[src/rtl/bwa_pkg.sv]
package bwa_pkg;
    localparam int SEC_W   = 3;
    localparam int REG_W   = 5;
    localparam int BURST_W = 8;
    localparam int DATA_W  = 16;
    localparam int WORD_W  = 1 + SEC_W + REG_W + BURST_W + DATA_W;

    typedef enum logic [1:0] {
        VERD_NONE   = 2'b00,
        VERD_ACCEPT = 2'b01,
        VERD_ERROR  = 2'b10,
        VERD_DEFER  = 2'b11
    } verdict_e;
endpackage

[src/rtl/bwa_burst_timer.sv]
module bwa_burst_timer #(
    parameter int STEP_CYCLES  = 1024,
    parameter int FRAME_CYCLES = 262144
) (
    input  logic                        clk,
    input  logic                        rst_n,
    output logic [bwa_pkg::BURST_W-1:0] burst_o
);
    localparam int STEP_W  = $clog2(STEP_CYCLES);
    localparam int FRAME_W = $clog2(FRAME_CYCLES);

    typedef struct packed {
        logic [STEP_W-1:0]           step;
        logic [FRAME_W-1:0]          frame;
        logic [bwa_pkg::BURST_W-1:0] burst;
    } tmr_t;

    tmr_t st_d, st_q;

    always_comb begin
        st_d = st_q;
        if (st_q.frame == FRAME_W'(FRAME_CYCLES - 1)) begin
            st_d.frame = '0;
            st_d.step  = '0;
            st_d.burst = '0;
        end else begin
            st_d.frame = st_q.frame + 1'b1;
            if (st_q.step == STEP_W'(STEP_CYCLES - 1)) begin
                st_d.step  = '0;
                st_d.burst = st_q.burst + 1'b1;
            end else begin
                st_d.step = st_q.step + 1'b1;
            end
        end
    end

    always_ff @(posedge clk or negedge rst_n) begin
        if (!rst_n) st_q <= '0;
        else        st_q <= st_d;
    end

    assign burst_o = st_q.burst;

    assert_burst_advance_R8: assert property (@(posedge clk) disable iff (!rst_n)
        (burst_o != $past(burst_o)) |-> (burst_o == $past(burst_o) + 8'd1 || burst_o == '0));
endmodule

[src/rtl/bwa_sat_counter.sv]
module bwa_sat_counter #(
    parameter int CNT_W = 16
) (
    input  logic             clk,
    input  logic             rst_n,
    input  logic             inc_i,
    output logic [CNT_W-1:0] count_o
);
    typedef struct packed {
        logic [CNT_W-1:0] count;
    } cnt_t;

    cnt_t st_d, st_q;

    always_comb begin
        st_d = st_q;
        if (inc_i && (st_q.count != {CNT_W{1'b1}}))
            st_d.count = st_q.count + 1'b1;
    end

    always_ff @(posedge clk or negedge rst_n) begin
        if (!rst_n) st_q <= '0;
        else        st_q <= st_d;
    end

    assign count_o = st_q.count;

    assert_count_monotonic_R9: assert property (@(posedge clk) disable iff (!rst_n)
        count_o >= $past(count_o));
endmodule

[src/rtl/bwa_decode.sv]
module bwa_decode #(
    parameter int NUM_SECTIONS = 3,
    parameter int NUM_REGS     = 26
) (
    input  logic [bwa_pkg::WORD_W-1:0]  word_i,
    input  logic [bwa_pkg::BURST_W-1:0] cur_burst_i,
    input  logic                        prev_store_i,
    input  logic [bwa_pkg::SEC_W-1:0]   prev_sec_i,
    output bwa_pkg::verdict_e           verdict_o,
    output logic                        parity_bad_o,
    output logic [bwa_pkg::SEC_W-1:0]   sec_o,
    output logic [bwa_pkg::REG_W-1:0]   reg_o,
    output logic [bwa_pkg::DATA_W-1:0]  data_o
);
    import bwa_pkg::*;

    localparam int SEC_LSB   = DATA_W + BURST_W + REG_W;
    localparam int REG_LSB   = DATA_W + BURST_W;
    localparam int BURST_LSB = DATA_W;

    logic [BURST_W-1:0] tag;
    logic               addr_ok;

    always_comb begin
        sec_o        = word_i[SEC_LSB +: SEC_W];
        reg_o        = word_i[REG_LSB +: REG_W];
        tag          = word_i[BURST_LSB +: BURST_W];
        data_o       = word_i[DATA_W-1:0];
        parity_bad_o = ~(^word_i);
        addr_ok      = (int'(sec_o) < NUM_SECTIONS) && (int'(reg_o) < NUM_REGS);

        if (parity_bad_o)              verdict_o = VERD_ERROR;
        else if (!addr_ok)             verdict_o = VERD_ERROR;
        else if (tag < cur_burst_i)    verdict_o = VERD_ERROR;
        else if (tag > cur_burst_i)    verdict_o = VERD_DEFER;
        else if (prev_store_i && prev_sec_i == sec_o)
                                       verdict_o = VERD_DEFER;
        else                           verdict_o = VERD_ACCEPT;
    end
endmodule

[src/rtl/burst_word_acceptor.sv]
module burst_word_acceptor #(
    parameter int NUM_SECTIONS = 3,
    parameter int NUM_REGS     = 26,
    parameter int STEP_CYCLES  = 1024,
    parameter int FRAME_CYCLES = 262144,
    parameter int CNT_W        = 16
) (
    input  logic                          clk,
    input  logic                          rst_n,
    input  logic                          word_valid_i,
    input  logic [bwa_pkg::WORD_W-1:0]    word_i,
    output logic [1:0]                    verdict_o,
    output logic                          store_o,
    output logic [NUM_SECTIONS-1:0]       store_sel_o,
    output logic [bwa_pkg::REG_W-1:0]     store_reg_o,
    output logic [bwa_pkg::DATA_W-1:0]    store_data_o,
    output logic [bwa_pkg::BURST_W-1:0]   burst_o,
    output logic [CNT_W-1:0]              cnt_accept_o,
    output logic [CNT_W-1:0]              cnt_parity_o,
    output logic [CNT_W-1:0]              cnt_defer_o
);
    import bwa_pkg::*;

    localparam int NUM_CNT = 3;

    typedef struct packed {
        verdict_e                verdict;
        logic                    store;
        logic [NUM_SECTIONS-1:0] sel;
        logic [SEC_W-1:0]        sec;
        logic [REG_W-1:0]        rsel;
        logic [DATA_W-1:0]       data;
    } acc_t;

    acc_t st_d, st_q;

    verdict_e                dec_verdict;
    logic                    dec_par_bad;
    logic [SEC_W-1:0]        dec_sec;
    logic [REG_W-1:0]        dec_reg;
    logic [DATA_W-1:0]       dec_data;
    logic [NUM_SECTIONS-1:0] hot;
    logic [NUM_CNT-1:0]      cnt_inc;
    logic [CNT_W-1:0]        cnt_val [NUM_CNT];

    bwa_burst_timer #(
        .STEP_CYCLES (STEP_CYCLES),
        .FRAME_CYCLES(FRAME_CYCLES)
    ) u_timer (
        .clk    (clk),
        .rst_n  (rst_n),
        .burst_o(burst_o)
    );

    bwa_decode #(
        .NUM_SECTIONS(NUM_SECTIONS),
        .NUM_REGS    (NUM_REGS)
    ) u_decode (
        .word_i      (word_i),
        .cur_burst_i (burst_o),
        .prev_store_i(st_q.store),
        .prev_sec_i  (st_q.sec),
        .verdict_o   (dec_verdict),
        .parity_bad_o(dec_par_bad),
        .sec_o       (dec_sec),
        .reg_o       (dec_reg),
        .data_o      (dec_data)
    );

    for (genvar s = 0; s < NUM_SECTIONS; s++) begin : g_sel
        assign hot[s] = (dec_sec == SEC_W'(s));
    end

    always_comb begin
        st_d         = st_q;
        st_d.verdict = VERD_NONE;
        st_d.store   = 1'b0;
        if (word_valid_i) begin
            st_d.verdict = dec_verdict;
            if (dec_verdict == VERD_ACCEPT) begin
                st_d.store = 1'b1;
                st_d.sel   = hot;
                st_d.sec   = dec_sec;
                st_d.rsel  = dec_reg;
                st_d.data  = dec_data;
            end
        end
    end

    always_ff @(posedge clk or negedge rst_n) begin
        if (!rst_n) st_q <= '0;
        else        st_q <= st_d;
    end

    assign cnt_inc[0] = word_valid_i && (dec_verdict == VERD_ACCEPT);
    assign cnt_inc[1] = word_valid_i && dec_par_bad;
    assign cnt_inc[2] = word_valid_i && (dec_verdict == VERD_DEFER);

    for (genvar c = 0; c < NUM_CNT; c++) begin : g_cnt
        bwa_sat_counter #(.CNT_W(CNT_W)) u_cnt (
            .clk    (clk),
            .rst_n  (rst_n),
            .inc_i  (cnt_inc[c]),
            .count_o(cnt_val[c])
        );
    end

    assign verdict_o    = st_q.verdict;
    assign store_o      = st_q.store;
    assign store_sel_o  = st_q.store ? st_q.sel : '0;
    assign store_reg_o  = st_q.rsel;
    assign store_data_o = st_q.data;
    assign cnt_accept_o = cnt_val[0];
    assign cnt_parity_o = cnt_val[1];
    assign cnt_defer_o  = cnt_val[2];

    assert_store_onehot_R4: assert property (@(posedge clk) disable iff (!rst_n)
        store_o |-> ($countones(store_sel_o) == 1 && verdict_o == VERD_ACCEPT));

    assert_no_store_without_accept_R5: assert property (@(posedge clk) disable iff (!rst_n)
        (verdict_o != VERD_ACCEPT) |-> !store_o);

    assert_verdict_follows_word_R7: assert property (@(posedge clk) disable iff (!rst_n)
        (verdict_o != VERD_NONE) |-> $past(word_valid_i));

    assert_parity_reject_R1: assert property (@(posedge clk) disable iff (!rst_n)
        (word_valid_i && !(^word_i)) |=> (verdict_o == VERD_ERROR && !store_o));

    assert_section_pacing_R11: assert property (@(posedge clk) disable iff (!rst_n)
        (store_o && $past(store_o)) |-> (store_sel_o != $past(store_sel_o)));
endmodule

[config.mk]
export PLATFORM = sky130hd
export DESIGN_NAME = burst_word_acceptor
export DESIGN_NICKNAME = d
export VERILOG_FILES = /design/src/rtl/bwa_pkg.sv /design/src/rtl/bwa_burst_timer.sv /design/src/rtl/bwa_sat_counter.sv /design/src/rtl/bwa_decode.sv /design/src/rtl/burst_word_acceptor.sv
export SDC_FILE = /design/constraint.sdc
export NUM_CORES = 1
export LEC_CHECK = 0
export ABC_AREA = 1
export BUFFER_PORTS_ARGS = -buffer_cell sky130_fd_sc_hd__buf_2
export CORE_MARGIN = 5
export CORE_UTILIZATION = 35
export DETAILED_ROUTE_END_ITERATION = 12
export HOLD_SLACK_MARGIN = 0.03
export PLACE_DENSITY = 0.59
export SYNTH_ARGS = -nofsm -noshare
export SYNTH_HDL_FRONTEND = slang
export SYNTH_HIERARCHICAL = 1
export SYNTH_SLANG_ARGS = --single-unit
[constraint.sdc]
create_clock -name clk -period 2.4 [get_ports clk]
set_clock_uncertainty 0.2 [all_clocks]
set_input_delay 0.12 -clock clk [delete_from_list [all_inputs] [get_ports clk]]
set_output_delay 0.12 -clock clk [all_outputs]
set_load 0.03 [all_outputs]
**Word-level counts from Yosys, hierarchy flattened**

Cells that the tools add are included.

- Logic and storage cells: 56
- Flip-flop bits (word level): 114
- Output and inout port bits: 83
- Bits of input ports: 36

- Reductions and logical operators: 12
- $lt $le $gt $ge: 4
- Mux-type cells: 11
- Eq/ne operators: 10
- Bitwise logic cells: 1
- $add $sub $neg: 6

Operators with widths:

| kind | count |
|---|---|
| 16-bit by 1-bit adder with 16-bit output, second input constant | 3 |
| 16-bit != test, second input constant | 3 |
| 36-bit two-way mux | 1 |
| 33-bit parity | 1 |
| 30-bit two-way mux | 1 |
| 28-bit two-way mux | 1 |
| 18-bit by 1-bit adder with 18-bit output, second input constant | 1 |
| 18-bit == test, second input constant | 1 |
| 10-bit by 1-bit adder with 10-bit output, second input constant | 1 |
| 10-bit == test, second input constant | 1 |
| 10-bit two-way mux | 1 |
| 2-bit two-way mux | 5 |
| 8-bit by 1-bit adder with 8-bit output, second input constant | 1 |
| 8-bit greater-than comparator | 1 |
| 1-bit logical AND | 8 |
| 8-bit < comparator | 1 |
| 8-bit two-way mux | 1 |
| 5-bit < comparator, second input constant | 1 |
| 3-bit by 1-bit == test with 1-bit output, second input constant | 1 |
| 3-bit by 2-bit == test with 1-bit output, second input constant | 1 |
| 3-bit == test | 1 |
| 3-bit zero test | 1 |
| 3-bit by 2-bit < comparator with 1-bit output, second input constant | 1 |
| 3-bit two-way mux | 1 |
| 5 further kinds | 5 |

**Logic depth before layout (Yosys ltp)**

Gate-level depths: netlist of the first run.

- Depth after elaboration: 10
- Depth in mapped cells: 25
- Gate-level depth less buffers: 24

**Cells and area by module**

Netlist of the first run, hierarchy kept.

By module, submodules not included:

| module | cells an instance | instances | area each (µm²) | sequential area each (µm²) |
|---|---|---|---|---|
| bwa_sat_counter | 149 | 3 | 1058.5 | 400.4 |
| bwa_burst_timer | 262 | 1 | 2005.7 | 900.9 |
| burst_word_acceptor | 160 | 1 | 1375.1 | 750.7 |
| bwa_decode | 249 | 1 | 1203.7 | 0.0 |

**Worst setup path before layout of the first run**

OpenSTA, ideal clock, no wires.

- Path type: reg2reg
- From: reg u_timer.st_q (netlist bit u_timer/burst_o[3])
- To: reg g_cnt[0].u_cnt.st_q (netlist bit g_cnt[0].u_cnt/count_o[15])
- Buffers on the path: 2
- Setup time: 0.113 ns
- Arrival: 2.361 ns
- Path slack: -0.274 ns
- Stages on the path, launching flop included: 20
- Clock period less this slack: 2.674 ns
- Required time: 2.087 ns
- Cells stage by stage: dfrtp_1 buf_4 inv_1 ha_1 nand2_1 o21ai_0 nand2_1 o211ai_1 nand2_1 inv_1 nand3_1 nor2_4 buf_8 inv_1 nor2_1 nand2_1 nor2_1 nand3_1 nand2_1 inv_1

- Word-level cells in the longest chain between the ends: 8
- Elaborated cells on any way between the ends: 9
- Those cells by class: order compare (2); eq/ne (1); mux (4); reduce/logical (2)

Ends and longest elaborated chain:

| element | RTL line | text |
|---|---|---|
| start, declared | bwa_burst_timer.sv:18 | `tmr_t st_d, st_q;` |
| start signal, assigned | bwa_burst_timer.sv:39 | `else st_q <= st_d;` |
| 8-bit greater-than comparator | bwa_decode.sv:35 | `else if (tag > cur_burst_i) verdict_o = VERD_DEFER;` |
| 2-bit two-way mux | bwa_decode.sv:35 |  |
| 2-bit two-way mux * | bwa_decode.sv:34 | `else if (tag < cur_burst_i) verdict_o = VERD_ERROR;` |
| 2-bit two-way mux * | bwa_decode.sv:33 | `else if (!addr_ok) verdict_o = VERD_ERROR;` |
| 2-bit two-way mux * | bwa_decode.sv:32 | `if (parity_bad_o) verdict_o = VERD_ERROR;` |
| net dec_verdict[1] | burst_word_acceptor.sv:37 | `verdict_e dec_verdict;` |
| 2-bit by 1-bit == test with 1-bit output * | burst_word_acceptor.sv:95 | `assign cnt_inc[0] = word_valid_i && (dec_verdict == VERD_ACCEPT);` |
| 1-bit logical AND * | burst_word_acceptor.sv:95 |  |
| net cnt_inc[0] | burst_word_acceptor.sv:43 | `logic [NUM_CNT-1:0] cnt_inc;` |
| 1-bit logical AND * | bwa_sat_counter.sv:17 | `if (inc_i && (st_q.count != {CNT_W{1'b1}}))` |
| end signal, assigned | bwa_sat_counter.sv:23 | `else st_q <= st_d;` |
| end, declared | bwa_sat_counter.sv:13 | `cnt_t st_d, st_q;` |

The timed path passes the listed nets; every way through them passes the cells marked *.
A chain may end at the register's enable or synchronous reset.

**Worst setup path after layout of the first run**

- From: reg u_timer.st_q (netlist bit u_timer/burst_o[3])
- To: reg g_cnt[0].u_cnt.st_q (netlist bit g_cnt[0].u_cnt/count_o[12])

- Word-level cells in the longest chain between the ends: 8
- Elaborated cells on any way between the ends: 9
- Those cells by class: order compare (2); eq/ne (1); mux (4); reduce/logical (2)

Ends and longest elaborated chain:

| element | RTL line |
|---|---|
| 8-bit greater-than comparator | bwa_decode.sv:35 |
| 2-bit two-way mux | bwa_decode.sv:35 |
| 2-bit two-way mux * | bwa_decode.sv:34 |
| 2-bit two-way mux * | bwa_decode.sv:33 |
| 2-bit two-way mux * | bwa_decode.sv:32 |
| net dec_verdict[1] | burst_word_acceptor.sv:37 |
| 2-bit by 1-bit == test with 1-bit output * | burst_word_acceptor.sv:95 |
| 1-bit logical AND * | burst_word_acceptor.sv:95 |
| 1-bit logical AND * | bwa_sat_counter.sv:17 |

Marks and branches as above.

==> results of run 1 <==
## power groups by stage
stage	clock (mW)	sequential, mW	combinational (mW)
2_1_floorplan	0	2.39	0.569
5_1_grt	2.94	2.21	1.30
4_1_cts	2.85	2.19	1.15
3_3_place_gp	0	2.22	1.09
6_report	2.78	2.19	1.16
3_5_place_dp	0	2.23	1.10
## flip-flops by register name (all words and copies together) (netlist names)
register / flops
g_cnt.u_cnt/count_o: 48
st_q: 6
store_data_o: 16
store_o: 1
store_reg_o: 5
u_timer/burst_o: 8
u_timer/st_q: 28
verdict_o: 2
## worst paths after layout
path | endpoint | slack [ps] | depth (start not counted)
worst min register to register | u_timer/st_q[8] | 260 | 1
worst max-delay path | g_cnt[0].u_cnt/count_o[12] | -60 | 15
worst min-delay path | store_data_o[13] | 50 | 2
min in group clk | store_reg_o[0] | 220 | 3
max in group asynchronous | g_cnt[1].u_cnt/count_o[13] | 1320 | 3
worst max register to register | g_cnt[0].u_cnt/count_o[12] | -60 | 15
## layer usage
layer | global-route usage [%] | vias up
li1 | - | 3649
met1 | 20.0 | 3199
met2 | 24.8 | 100
met3 | 3.60 | 14
met4 | 4.23 | 4
met5 | 0 | -
## repair_timing
item | in CTS | in global routing
pin swaps | 7 | 16
buffers inserted | 3 | 3
hold endpoints to repair | 143 | 0
hold buffers | 28 | 0
setup endpoints to repair | 50 | 72
cloned | 0 | 1
gates resized for setup | 10 | 37
## area by class of cell
type / count / area (µm²) / area share [%]
Multi-Input combinational cell: 807 / 4070 / 41.9
Sequential cell: 114 / 2850 / 29.4
Timing Repair Buffer: 190 / 1320 / 13.6
Inverter: 128 / 488 / 5.02
Clock buffer: 18 / 429 / 4.42
Tap cell: 280 / 350 / 3.60
Clock inverter: 14 / 213 / 2.19
## worst max-delay path, cell delays in order (launching register included)
cell and delay, ps:
dfrtp_1 380, inv_4 50, ha_4 270, nand2_4 50, o21ai_2 110, nand2_1 60, o211ai_1 110, nand2_1 160
inv_1 100, nand3_2 70, buf_6 130, nor2_4 180, buf_4 170, nand4_1 130, o21ai_1 150, inv_1 40
## synthesized netlist by cell type (2+ instances only)
library cell | count | share of area, %
xor2_1 | 17 | 1.9
nand4_1 | 20 | 1.6
buf_6 | 8 | 1.2
o21ai_1 | 3 | 0.19
nand2_2 | 26 | 2.1
nand4_4 | 3 | 0.82
inv_2 | 6 | 0.29
ha_1 | 15 | 2.4
buf_2 | 2 | 0.13
nor2_1 | 98 | 4.7
buf_4 | 58 | 5.6
nor2_2 | 13 | 1.0
nand3b_1 | 3 | 0.29
o21bai_1 | 5 | 0.48
a21oi_1 | 6 | 0.39
o21ai_0 | 24 | 1.5
nand3_1 | 44 | 2.8
xnor2_1 | 26 | 2.9
nand2_1 | 475 | 23
nor2_4 | 16 | 2.3
nor3_1 | 2 | 0.13
o21ai_2 | 6 | 0.68
inv_1 | 122 | 5.9
dfrtp_1 | 114 | 37
## cell families (layout without fill, tap and decap cells)
kind of cell	Yosys count	in the layout	synth area share, %
simple gates	702	702	39.1
buf+inv	197	350	13.3
flops	114	114	36.8
compound gates	47	47	3.60
xor+xnor	43	43	4.85
fa+ha+maj	15	15	2.42
==> key figures, run 1 <==
Run status
  – Failing checks: negative setup slack
  – Run status: finished with violations

Routing
  – DR vias/cell: ~4.5
  – Met1 WL: between 8000 and 9000 µm
  – Met3 wire length: between 700 and 800 µm
  – Uppermost layer routed: met5
  – Post-Route WL: 18900 µm
  – DR pass1 iterations: 5
  – Vias: approximately 7000
  – Met2 Wirelength: roughly 9000 µm
  – Residual DRC count: 0
  – Iter 0 DRT Violations: 321
  – Routed WL per cell: between 10 and 15 µm
  – Routed Antenna Nets: 0

Power
  – Clock power frac: 45.4%
  – Reg power frac: a little over a third
  – Total Power: 6.12 mW
  – Worst VDD drop: 0.364 mV
  – Internal Power: around 4.3 mW
  – Cell Pwr Density: roughly 630 mW/mm²
  – Static leakage: between 5 and 6 nW
  – Switching share of power: 30.2%
  – Switching pwr: approximately 1.8 mW
  – Comb power frac: a little under a fifth

Clock tree
  – Clock sinks: approximately 110
  – Clock transition at path regs: about 60 ps
  – CTS Buf Count: 17
  – Later-pin clock latency in the skew report: between 400 and 500 ps
  – TritonCTS clock tree: done
  – Clock Tree Buf Depth: 2
  – Clock Root Buffer: clkbuf_16
  – H-tree depth: 4

Floorplanning
  – # rows: between 50 and 60
  – Initial Util: between 30% and 40%
  – Die span in x: between 150 and 200 µm
  – Die area: approximately 0.025 mm²
  – DIE HEIGHT: 159 µm
  – I/O pin cnt: around 120
  – Core Area: 0.0218 mm²

Synth
  – YS warnings: 6
  – Cells after synthesis: roughly 1100
  – Mapped Area: between 0.007 and 0.008 mm²
  – Synth Register Bits: about 110
  – Seq/Total Area, Yosys: a little under two fifths
  – Number of flops mapped to enable cells by yosys: 0
  – Synth async-reset ratio: 100%
  – Top_reg_cell synth: dfrtp_1
  – Syn Nets: 1169
  – Syn_area_per_cell: a little under 7 µm²
  – Synth unique cells: 30

Place
  – Port Buf Inserts: 118
  – Final HPWL DP: 13900 µm
  – Gp weighted congestion: 0.813
  – DP Cell Count: between 1000 and 1500
  – Place WS: -316 ps
  – Post-DP Area: about 0.0086 mm²

STA
  – Final hold vios: 0
  – Final Max Slew Viols: 0
  – Setup TNS: -352 ps
  – Fmax achieved: 406 MHz
  – Worst Max-Slew Pin Slew: around 570 ps
  – Relative slew slack: about 62%
  – Min cycle time layout: about 2500 ps
  – Final period util: 103%
  – Final WS setup: -64.2 ps
  – Final setup violation count: 15
  – Min Hold Slack: 45.8 ps
  – RSZ-0062 raised after global routing: yes

Job
  – Max-cap violations: 0

Min path
  – Worst hold path class: input port to asynchronous set/reset pin

Worst setup path
  – Reg2reg start: u_timer/burst_o[3]
  – Crit path DAT: approximately 2600 ps
  – Critical Path Fanout Max: 4
  – CP startpoint: u_timer/burst_o[3]
  – Critical path launch point type: flip-flop
  – Setup CP Type: flip-flop to flip-flop
  – Critical path required time: between 2000 and 3000 ps
  – Crit end category: flip-flop

GRT
  – Gr usage total: roughly 15%
  – Pin count of the biggest net entering global routing: 41
  – Global-route wire length before repair: about 32000 µm
  – Initial antenna violation count: 2
  – GR Overflow Total: 0
  – Vias in the first global route: around 6600

Finish
  – Cell Count, Final, Fillers Out: 1551
  – Nets: roughly 1300
  – Layout cell share with drive strength beyond 1: approximately 24%
  – Most frequent cells in the layout: nand2_1 (460), buf_2 (116), dfrtp_1 (114)
  – Leading cell type in the layout, fill and taps excluded: nand2_1
  – Final core occ: between 40 and 50%
  – Diode count: 0
  – Area Overhead vs Synth: 25.2%
  – Cell area after layout: just under 0.01 mm²
  – Fillers: about 2200
(Power assumes the default switching activity.)
==> inputs of run 2 (changes only) <==
--- a/config.mk
+++ b/config.mk
@@ -7,11 +7,13 @@
 export LEC_CHECK = 0
 export ABC_AREA = 1
 export BUFFER_PORTS_ARGS = -buffer_cell sky130_fd_sc_hd__buf_2
+export CELL_PAD_IN_SITES_DETAIL_PLACEMENT = 2
+export CELL_PAD_IN_SITES_GLOBAL_PLACEMENT = 2
 export CORE_MARGIN = 5
-export CORE_UTILIZATION = 35
+export CORE_UTILIZATION = 29
 export DETAILED_ROUTE_END_ITERATION = 12
 export HOLD_SLACK_MARGIN = 0.03
-export PLACE_DENSITY = 0.59
+export PLACE_DENSITY = 0.8
 export SYNTH_ARGS = -nofsm -noshare
 export SYNTH_HDL_FRONTEND = slang
 export SYNTH_HIERARCHICAL = 1
==> run 2 against run 1 <==
The flow still finishes with violations (negative setup slack). Maximum frequency decreased by 7.5%. Clock power shrank 8.3%. First-iteration DRC count fell by 16%. Wire length is 41% higher. Sequential power barely moved. Die area increased by 19%.
==> key figures, run 2 (synthesis gave the netlist of run 1 again) <==
STA
  – Worst Max-Slew Pin Slew: 715 ps (+149 ps)
  – Fmax achieved: 375 MHz (-7.5%)
  – RSZ-0062 raised after global routing: yes
  – Final Max Slew Viols: 0 (unchanged)
  – Relative slew slack: 52.3% (-9.9 points)
  – Final setup violation count: 57 (+42)
  – Setup TNS: -5760 ps (-5410 ps)
  – Final hold vios: 0 (unchanged)
  – Min cycle time layout: 2660 ps (+200 ps)
  – Final period util: 111% (+8.3 points)
  – Final WS setup: -264 ps (-200 ps)

Finish
  – Cell area after layout: 0.00967 mm² (-0.51%)
  – Diode count: 0 (unchanged)
  – Nets: 1310 (+0.076%)
  – Leading cell type in the layout, fill and taps excluded: nand2_1
  – Largest register FFs: 48 (unchanged)
  – Most frequent cells in the layout: nand2_1 (470), buf_2 (117), inv_1 (115)
  – Layout cell share with drive strength beyond 1: 22.7% (-1.4 points)
  – Final core occ: 36.9% (-7.6 points)
  – Area Overhead vs Synth: 24.6%

Run status
  – Failing checks: negative setup slack
  – Run status: finished with violations

Place
  – Post-DP Area: 0.00858 mm² (about the same)
  – Place WS: -411 ps (-94.4 ps)
  – Gp weighted congestion: 0.803 (-1.2%)
  – Port Buf Inserts: 118 (unchanged)
  – Final HPWL DP: 18600 µm (+34%)

GRT
  – Pin count of the biggest net entering global routing: 115 (+180%)
  – Initial antenna violation count: 0 (-2)
  – Gr usage total: 17.3% (+2.2 points)
  – Global-route wire length before repair: 43100 µm (+34%)
  – Vias in the first global route: 8455 (+28%)
  – GR Overflow Total: 0 (unchanged)

Worst setup path
  – Crit-path cells: inv_1 > ha_1 > nand2_1 > nor2_4 > buf_4 > nand4_1 > a41oi_2 > nand3_4 > nor2_4 > inv_4 > buf_4 > nor2_4 > buf_12 > nand2_1 > o21ai_1
  – Setup CP Type: flip-flop to flip-flop
  – Crit path DAT: 2800 ps (+230 ps)
  – Critical Path Fanout Max: 16 (+12)
  – Most used cell, CP: nor2_4
  – Slowest-stage cell, CP: dfrtp_1
  – Crit end category: flip-flop
  – Biggest cell delay along the critical path: 360 ps (-20 ps)
  – Critical path required time: 2540 ps (+30 ps)
  – Critical path launch point type: flip-flop

Routing
  – Met1 WL: 12000 µm (+34%)
  – Uppermost layer routed: met4
  – DR vias/cell: 4.68 (+4.1%)
  – Vias: 7510 (+7.8%)
  – Residual DRC count: 0 (unchanged)
  – Iter 0 DRT Violations: 271 (-16%)
  – DR pass1 iterations: 4 (-1)
  – Routed WL per cell: 16.5 µm (+36%)
  – Post-Route WL: 26500 µm (+41%)
  – Met2 Wirelength: 13700 µm (+52%)
  – Met3 wire length: 623 µm (-12%)
  – Routed Antenna Nets: 0 (unchanged)

Floorplanning
  – I/O pin cnt: 119 (unchanged)
  – Die area: 0.0301 mm² (+19%)
  – # rows: 59 (+9.3%)
  – Core Area: 0.0262 mm² (+20%)
  – DIE HEIGHT: 174 µm (+9.2%)
  – Initial Util: 29.6% (-5.9 points)
  – Die span in x: 174 µm (+9.2%)

Power
  – Static leakage: 5.16 nW (-1.3%)
  – Total Power: 5.95 mW (-2.8%)
  – Cell Pwr Density: 616 mW/mm² (-2.3%)
  – Worst VDD drop: 0.403 mV (+11%)

Clock tree
  – CTS Buf Count: 17 (unchanged)
  – Clock sinks: 114 (unchanged)
  – Clock Root Buffer: clkbuf_16
  – H-tree depth: 4 (unchanged)
  – Clock Tree Buf Depth: 2 (unchanged)
  – Clock transition at path regs: 60 ps (about the same)
  – TritonCTS clock tree: done
  – Later-pin clock latency in the skew report: 420 ps (about the same)

Job
  – Max-cap violations: 0 (unchanged)

Min path
  – Worst hold path class: input port to asynchronous set/reset pin
-- run 2: stage by stage --
step	hold slack [ps]	cells
final	147	1606
after global routing	218	1606
after CTS	197	1597
after detailed placement	90.5	1535
after global placement	85.1	1535
after floorplan	-376	1118
-- run 2: final cells by class --
type,instances,area [µm²]
fillers,3128,16500
multi-input cells,807,4030
flip-flops and latches,114,2850
repair buffers,191,1300
clock buffers,26,499
inverters,128,488
well taps,335,419
clock inverters,5,75.1
-- run 2: per-layer routing --
metal  track usage (%)  vias to the layer above
met5                 0                        -
met4              3.93                        0
met3              2.73                       14
met2              31.7                       83
met1              21.4                     3774
li1                  -                     3639
-- run 2: report_power, final --
group          internal (mW)  switching [mW]  total [mW]  leakage [nW]
sequential              2.03           0.168        2.20          1.49
clock                   1.63           0.924        2.55         0.284
combinational          0.401           0.801        1.20          3.38
-- run 2: worst paths after layout --
path / slack, ps / end / start / depth (start not counted)
max: -260 / g_cnt[0].u_cnt/count_o[9] / u_timer/burst_o[4] / 15
min: 150 / store_data_o[9] / rst_n / 3
max reg2reg: -260 / g_cnt[0].u_cnt/count_o[9] / u_timer/burst_o[4] / 15
min reg2reg: 280 / u_timer/st_q[8] / u_timer/st_q[8] / 1
max in group asynchronous: 1330 / g_cnt[2].u_cnt/count_o[12] / rst_n / 3
min in group clk: 260 / verdict_o[0] / word_i[29] / 7
-- run 2: critical path: cells and delay by family, from the launching register on --
family	cells	cell delay, ps
fa+ha+maj	1	290
compound gates	2	340
simple gates	7	870
flops	1	360
buf+inv	5	510
-- run 2: what timing repair did --
item	in CTS	in global routing
setup endpoints to repair	60	61
hold endpoints to repair	143	0
setup buffers	4	9
pin swaps	13	11
hold buffers	27	0
resized for setup	20	17
==> inputs of run 3 (changes only) <==
--- a/config.mk
+++ b/config.mk
@@ -5,15 +5,14 @@
 export SDC_FILE = /design/constraint.sdc
 export NUM_CORES = 1
 export LEC_CHECK = 0
-export ABC_AREA = 1
 export BUFFER_PORTS_ARGS = -buffer_cell sky130_fd_sc_hd__buf_2
 export CELL_PAD_IN_SITES_DETAIL_PLACEMENT = 2
 export CELL_PAD_IN_SITES_GLOBAL_PLACEMENT = 2
 export CORE_MARGIN = 5
-export CORE_UTILIZATION = 29
+export CORE_UTILIZATION = 33
 export DETAILED_ROUTE_END_ITERATION = 12
 export HOLD_SLACK_MARGIN = 0.03
-export PLACE_DENSITY = 0.8
+export PLACE_DENSITY = 0.79
 export SYNTH_ARGS = -nofsm -noshare
 export SYNTH_HDL_FRONTEND = slang
 export SYNTH_HIERARCHICAL = 1
==> run 3 against run 2 <==
Register-to-register slack got worse by 490 ps. The run still ends with negative setup slack left. Global-route usage rose by 0.43 points. Wire length down 26%. Design area decreased by 12%. Non-clock buffer count grew 15. Via count decreased by 32%. Largest power group unchanged. Synthesized area down 16%.
==> key figures, run 3 <==
Routing
  – Post-Route WL: 19500 µm (-26%)
  – DR vias/cell: 5.00 (+7.0%)
  – Vias: 5075 (-32%)
  – Routed Antenna Nets: 0 (unchanged)
  – DR pass1 iterations: 4 (unchanged)
  – Iter 0 DRT Violations: 145 (-46%)
  – Routed WL per cell: 19.3 µm (+17%)
  – Residual DRC count: 0 (unchanged)

Synth
  – Syn Nets: 625 (-47%)
  – Synth area leader: dfrtp_1
  – YS warnings: 6 (unchanged)
  – Seq/Total Area, Yosys: 43.9% (+7.2 points)
  – Cells after synthesis: 574 (-49%)
  – Synth unique cells: 51 (+70%)
  – Leading post-synthesis cells by cell area: dfrtp_1 (44%), xnor2_1 (9.2%), buf_4 (6.4%)
  – Synth Register Bits: 114 (unchanged)
  – Top_reg_cell synth: dfrtp_1
  – Syn_area_per_cell: 11.3 µm² (+63%)
  – Count leader, synth: dfrtp_1
  – Mapped Area: 0.00650 mm² (-16%)
  – Post-synth top cells: dfrtp_1 (114), xnor2_1 (68), buf_4 (55)
  – Number of flops mapped to enable cells by yosys: 0 (unchanged)
  – Area share of the largest cell type after synthesis: 43.9% (+7.2 points)
  – Synth async-reset ratio: 100% (unchanged)

STA
  – Relative slew slack: 57.5% (+5.2 points)
  – Final hold vios: 0 (unchanged)
  – Setup TNS: -31360 ps (-25600 ps)
  – Final period util: 131% (+20 points)
  – Worst Max-Slew Pin Slew: 637 ps (-77.7 ps)
  – Final WS setup: -749 ps (-485 ps)
  – Fmax achieved: 318 MHz (-15%)
  – Final setup violation count: 60 (+5.3%)
  – RSZ-0062 raised after global routing: yes
  – Final Max Slew Viols: 0 (unchanged)
  – Min Hold Slack: 77.4 ps (-69.5 ps)
  – Min cycle time layout: 3150 ps (+485 ps)

Floorplanning
  – Initial Util: 33.5% (+3.9 points)
  – # rows: 51 (-14%)
  – DIE HEIGHT: 150 µm (-13%)
  – Core Area: 0.0194 mm² (-26%)
  – Die area: 0.0226 mm² (-25%)
  – Die span in x: 150 µm (-13%)
  – I/O pin cnt: 119 (unchanged)

Worst setup path
  – Critical path required time: 2530 ps (about the same)
  – Critical path launch point type: flip-flop
  – R2R depth: 14 (-1)
  – Crit end category: flip-flop
  – Critical Path Fanout Max: 4 (-12)
  – Reg2Reg Setup Slack: -750 ps (-490 ps)
  – Crit path DAT: 3280 ps (+480 ps)
  – Setup CP Type: flip-flop to flip-flop

GRT
  – GR Overflow Total: 0 (unchanged)
  – Vias in the first global route: 5849 (-31%)
  – Global-route wire length before repair: 31600 µm (-27%)
  – Pin count of the biggest net entering global routing: 46 (-60%)
  – Initial antenna violation count: 0 (unchanged)
  – Gr usage total: 17.8% (+0.43 points)

Run status
  – Run status: finished with violations
  – Failing checks: negative setup slack

Finish
  – Cell Count, Final, Fillers Out: 1014 (-37%)
  – Final core occ: 43.6% (+6.7 points)
  – Cell area after layout: 0.00847 mm² (-12%)
  – Register area: 0.00285 mm² (unchanged)
  – Most frequent cells in the layout: buf_2 (115), dfrtp_1 (114), xnor2_1 (68)
  – Nets: 788 (-40%)
  – Largest register FFs: 48 (unchanged)
  – Fillers: 2026 (-35%)
  – Layout cell share with drive strength beyond 1: 40.6% (+18 points)
  – Multi-input gate area: 0.00332 mm² (-18%)
  – Area Overhead vs Synth: 30.3%
  – Leading cell type in the layout, fill and taps excluded: buf_2
  – Diode count: 0 (unchanged)

Clock tree
  – TritonCTS clock tree: done
  – Later-pin clock latency in the skew report: 410 ps (about the same)
  – Clock Tree Buf Depth: 2 (unchanged)
  – Clock sinks: 114 (unchanged)
  – Clock transition at path regs: 50 ps (about the same)
  – Clock Root Buffer: clkbuf_16
  – H-tree depth: 4 (unchanged)
  – CTS Buf Count: 17 (unchanged)

Power
  – Worst VDD drop: 0.522 mV (+30%)
  – Static leakage: 4.09 nW (-21%)
  – Cell Pwr Density: 662 mW/mm² (+7.6%)
  – Total Power: 5.61 mW (-5.8%)

Place
  – Gp weighted congestion: 0.821 (+2.2%)
  – Final HPWL DP: 13600 µm (-27%)
  – Place WS: -977 ps (-566 ps)
  – Port Buf Inserts: 118 (unchanged)
  – DP Cell Count: 942 (-39%)
  – Post-DP Area: 0.00736 mm² (-14%)

Min path
  – Worst hold path class: input port to asynchronous set/reset pin

Job
  – Max-cap violations: 0 (unchanged)
==> run 3: worst paths after layout <==
check / startpoint / to
worst max-delay path: u_timer/burst_o[6] / g_cnt[0].u_cnt/count_o[7]
worst min-delay path: rst_n / store_data_o[6]
worst max register to register: u_timer/burst_o[6] / g_cnt[0].u_cnt/count_o[7]
worst min register to register: u_timer/st_q[24] / u_timer/st_q[24]
max in group asynchronous: rst_n / u_timer/st_q[31]
min in group clk: word_i[31] / st_q[25]
==> run 3: cell type report <==
class	instances	area share, %
well taps	265	3.92
clock inverters	5	0.325
inverters	13	0.621
repair buffers	206	16.3
flip-flops and latches	114	33.7
clock buffers	26	5.90
multi-input cells	385	39.2
==> run 3: cell families after synthesis <==
group | share of synthesized area [%]
simple gates | 20.7
buf+inv | 8.19
flops | 43.9
xor+xnor | 11.3
fa+ha+maj | 2.89
mux | 6.45
compound gates | 6.49
==> run 3: worst max-delay path, stage by stage (launching register included) <==
cell	delay (ps)
dfrtp_1	360
inv_2	60
ha_4	250
nand4_1	160
buf_4	190
nor2_4	110
nand2_2	60
or4_4	480
nand3b_1	240
clkinvlp_4	130
buf_6	120
and3_4	200
and4_4	240
a31oi_1	80
a31oi_1	160
==> run 3: repair_timing <==
action / in CTS / in global routing
endpoints found under the hold margin: 119 / 0
hold buffers: 26 / 0
resized for setup: 21 / 23
pin swaps: 15 / 21
endpoints found under the setup margin: 60 / 71
buffers inserted: 6 / 11
==> run 3: power by group <==
part | internal [mW] | switching (mW) | total (mW)
clock network | 1.41 | 0.876 | 2.29
registers | 2.01 | 0.163 | 2.17
logic | 0.511 | 0.631 | 1.14
total | 3.94 | 1.67 | 5.61
==> run 3: routing by layer <==
metal | GRT usage [%] | vias to the layer above | wire length (µm)
li1 | - | 2343 | -
met1 | 21.5 | 2596 | 8130
met2 | 31.6 | 104 | 10300
met3 | 3.34 | 32 | 727
met4 | 6.18 | 0 | 369
met5 | 0 | - | 0
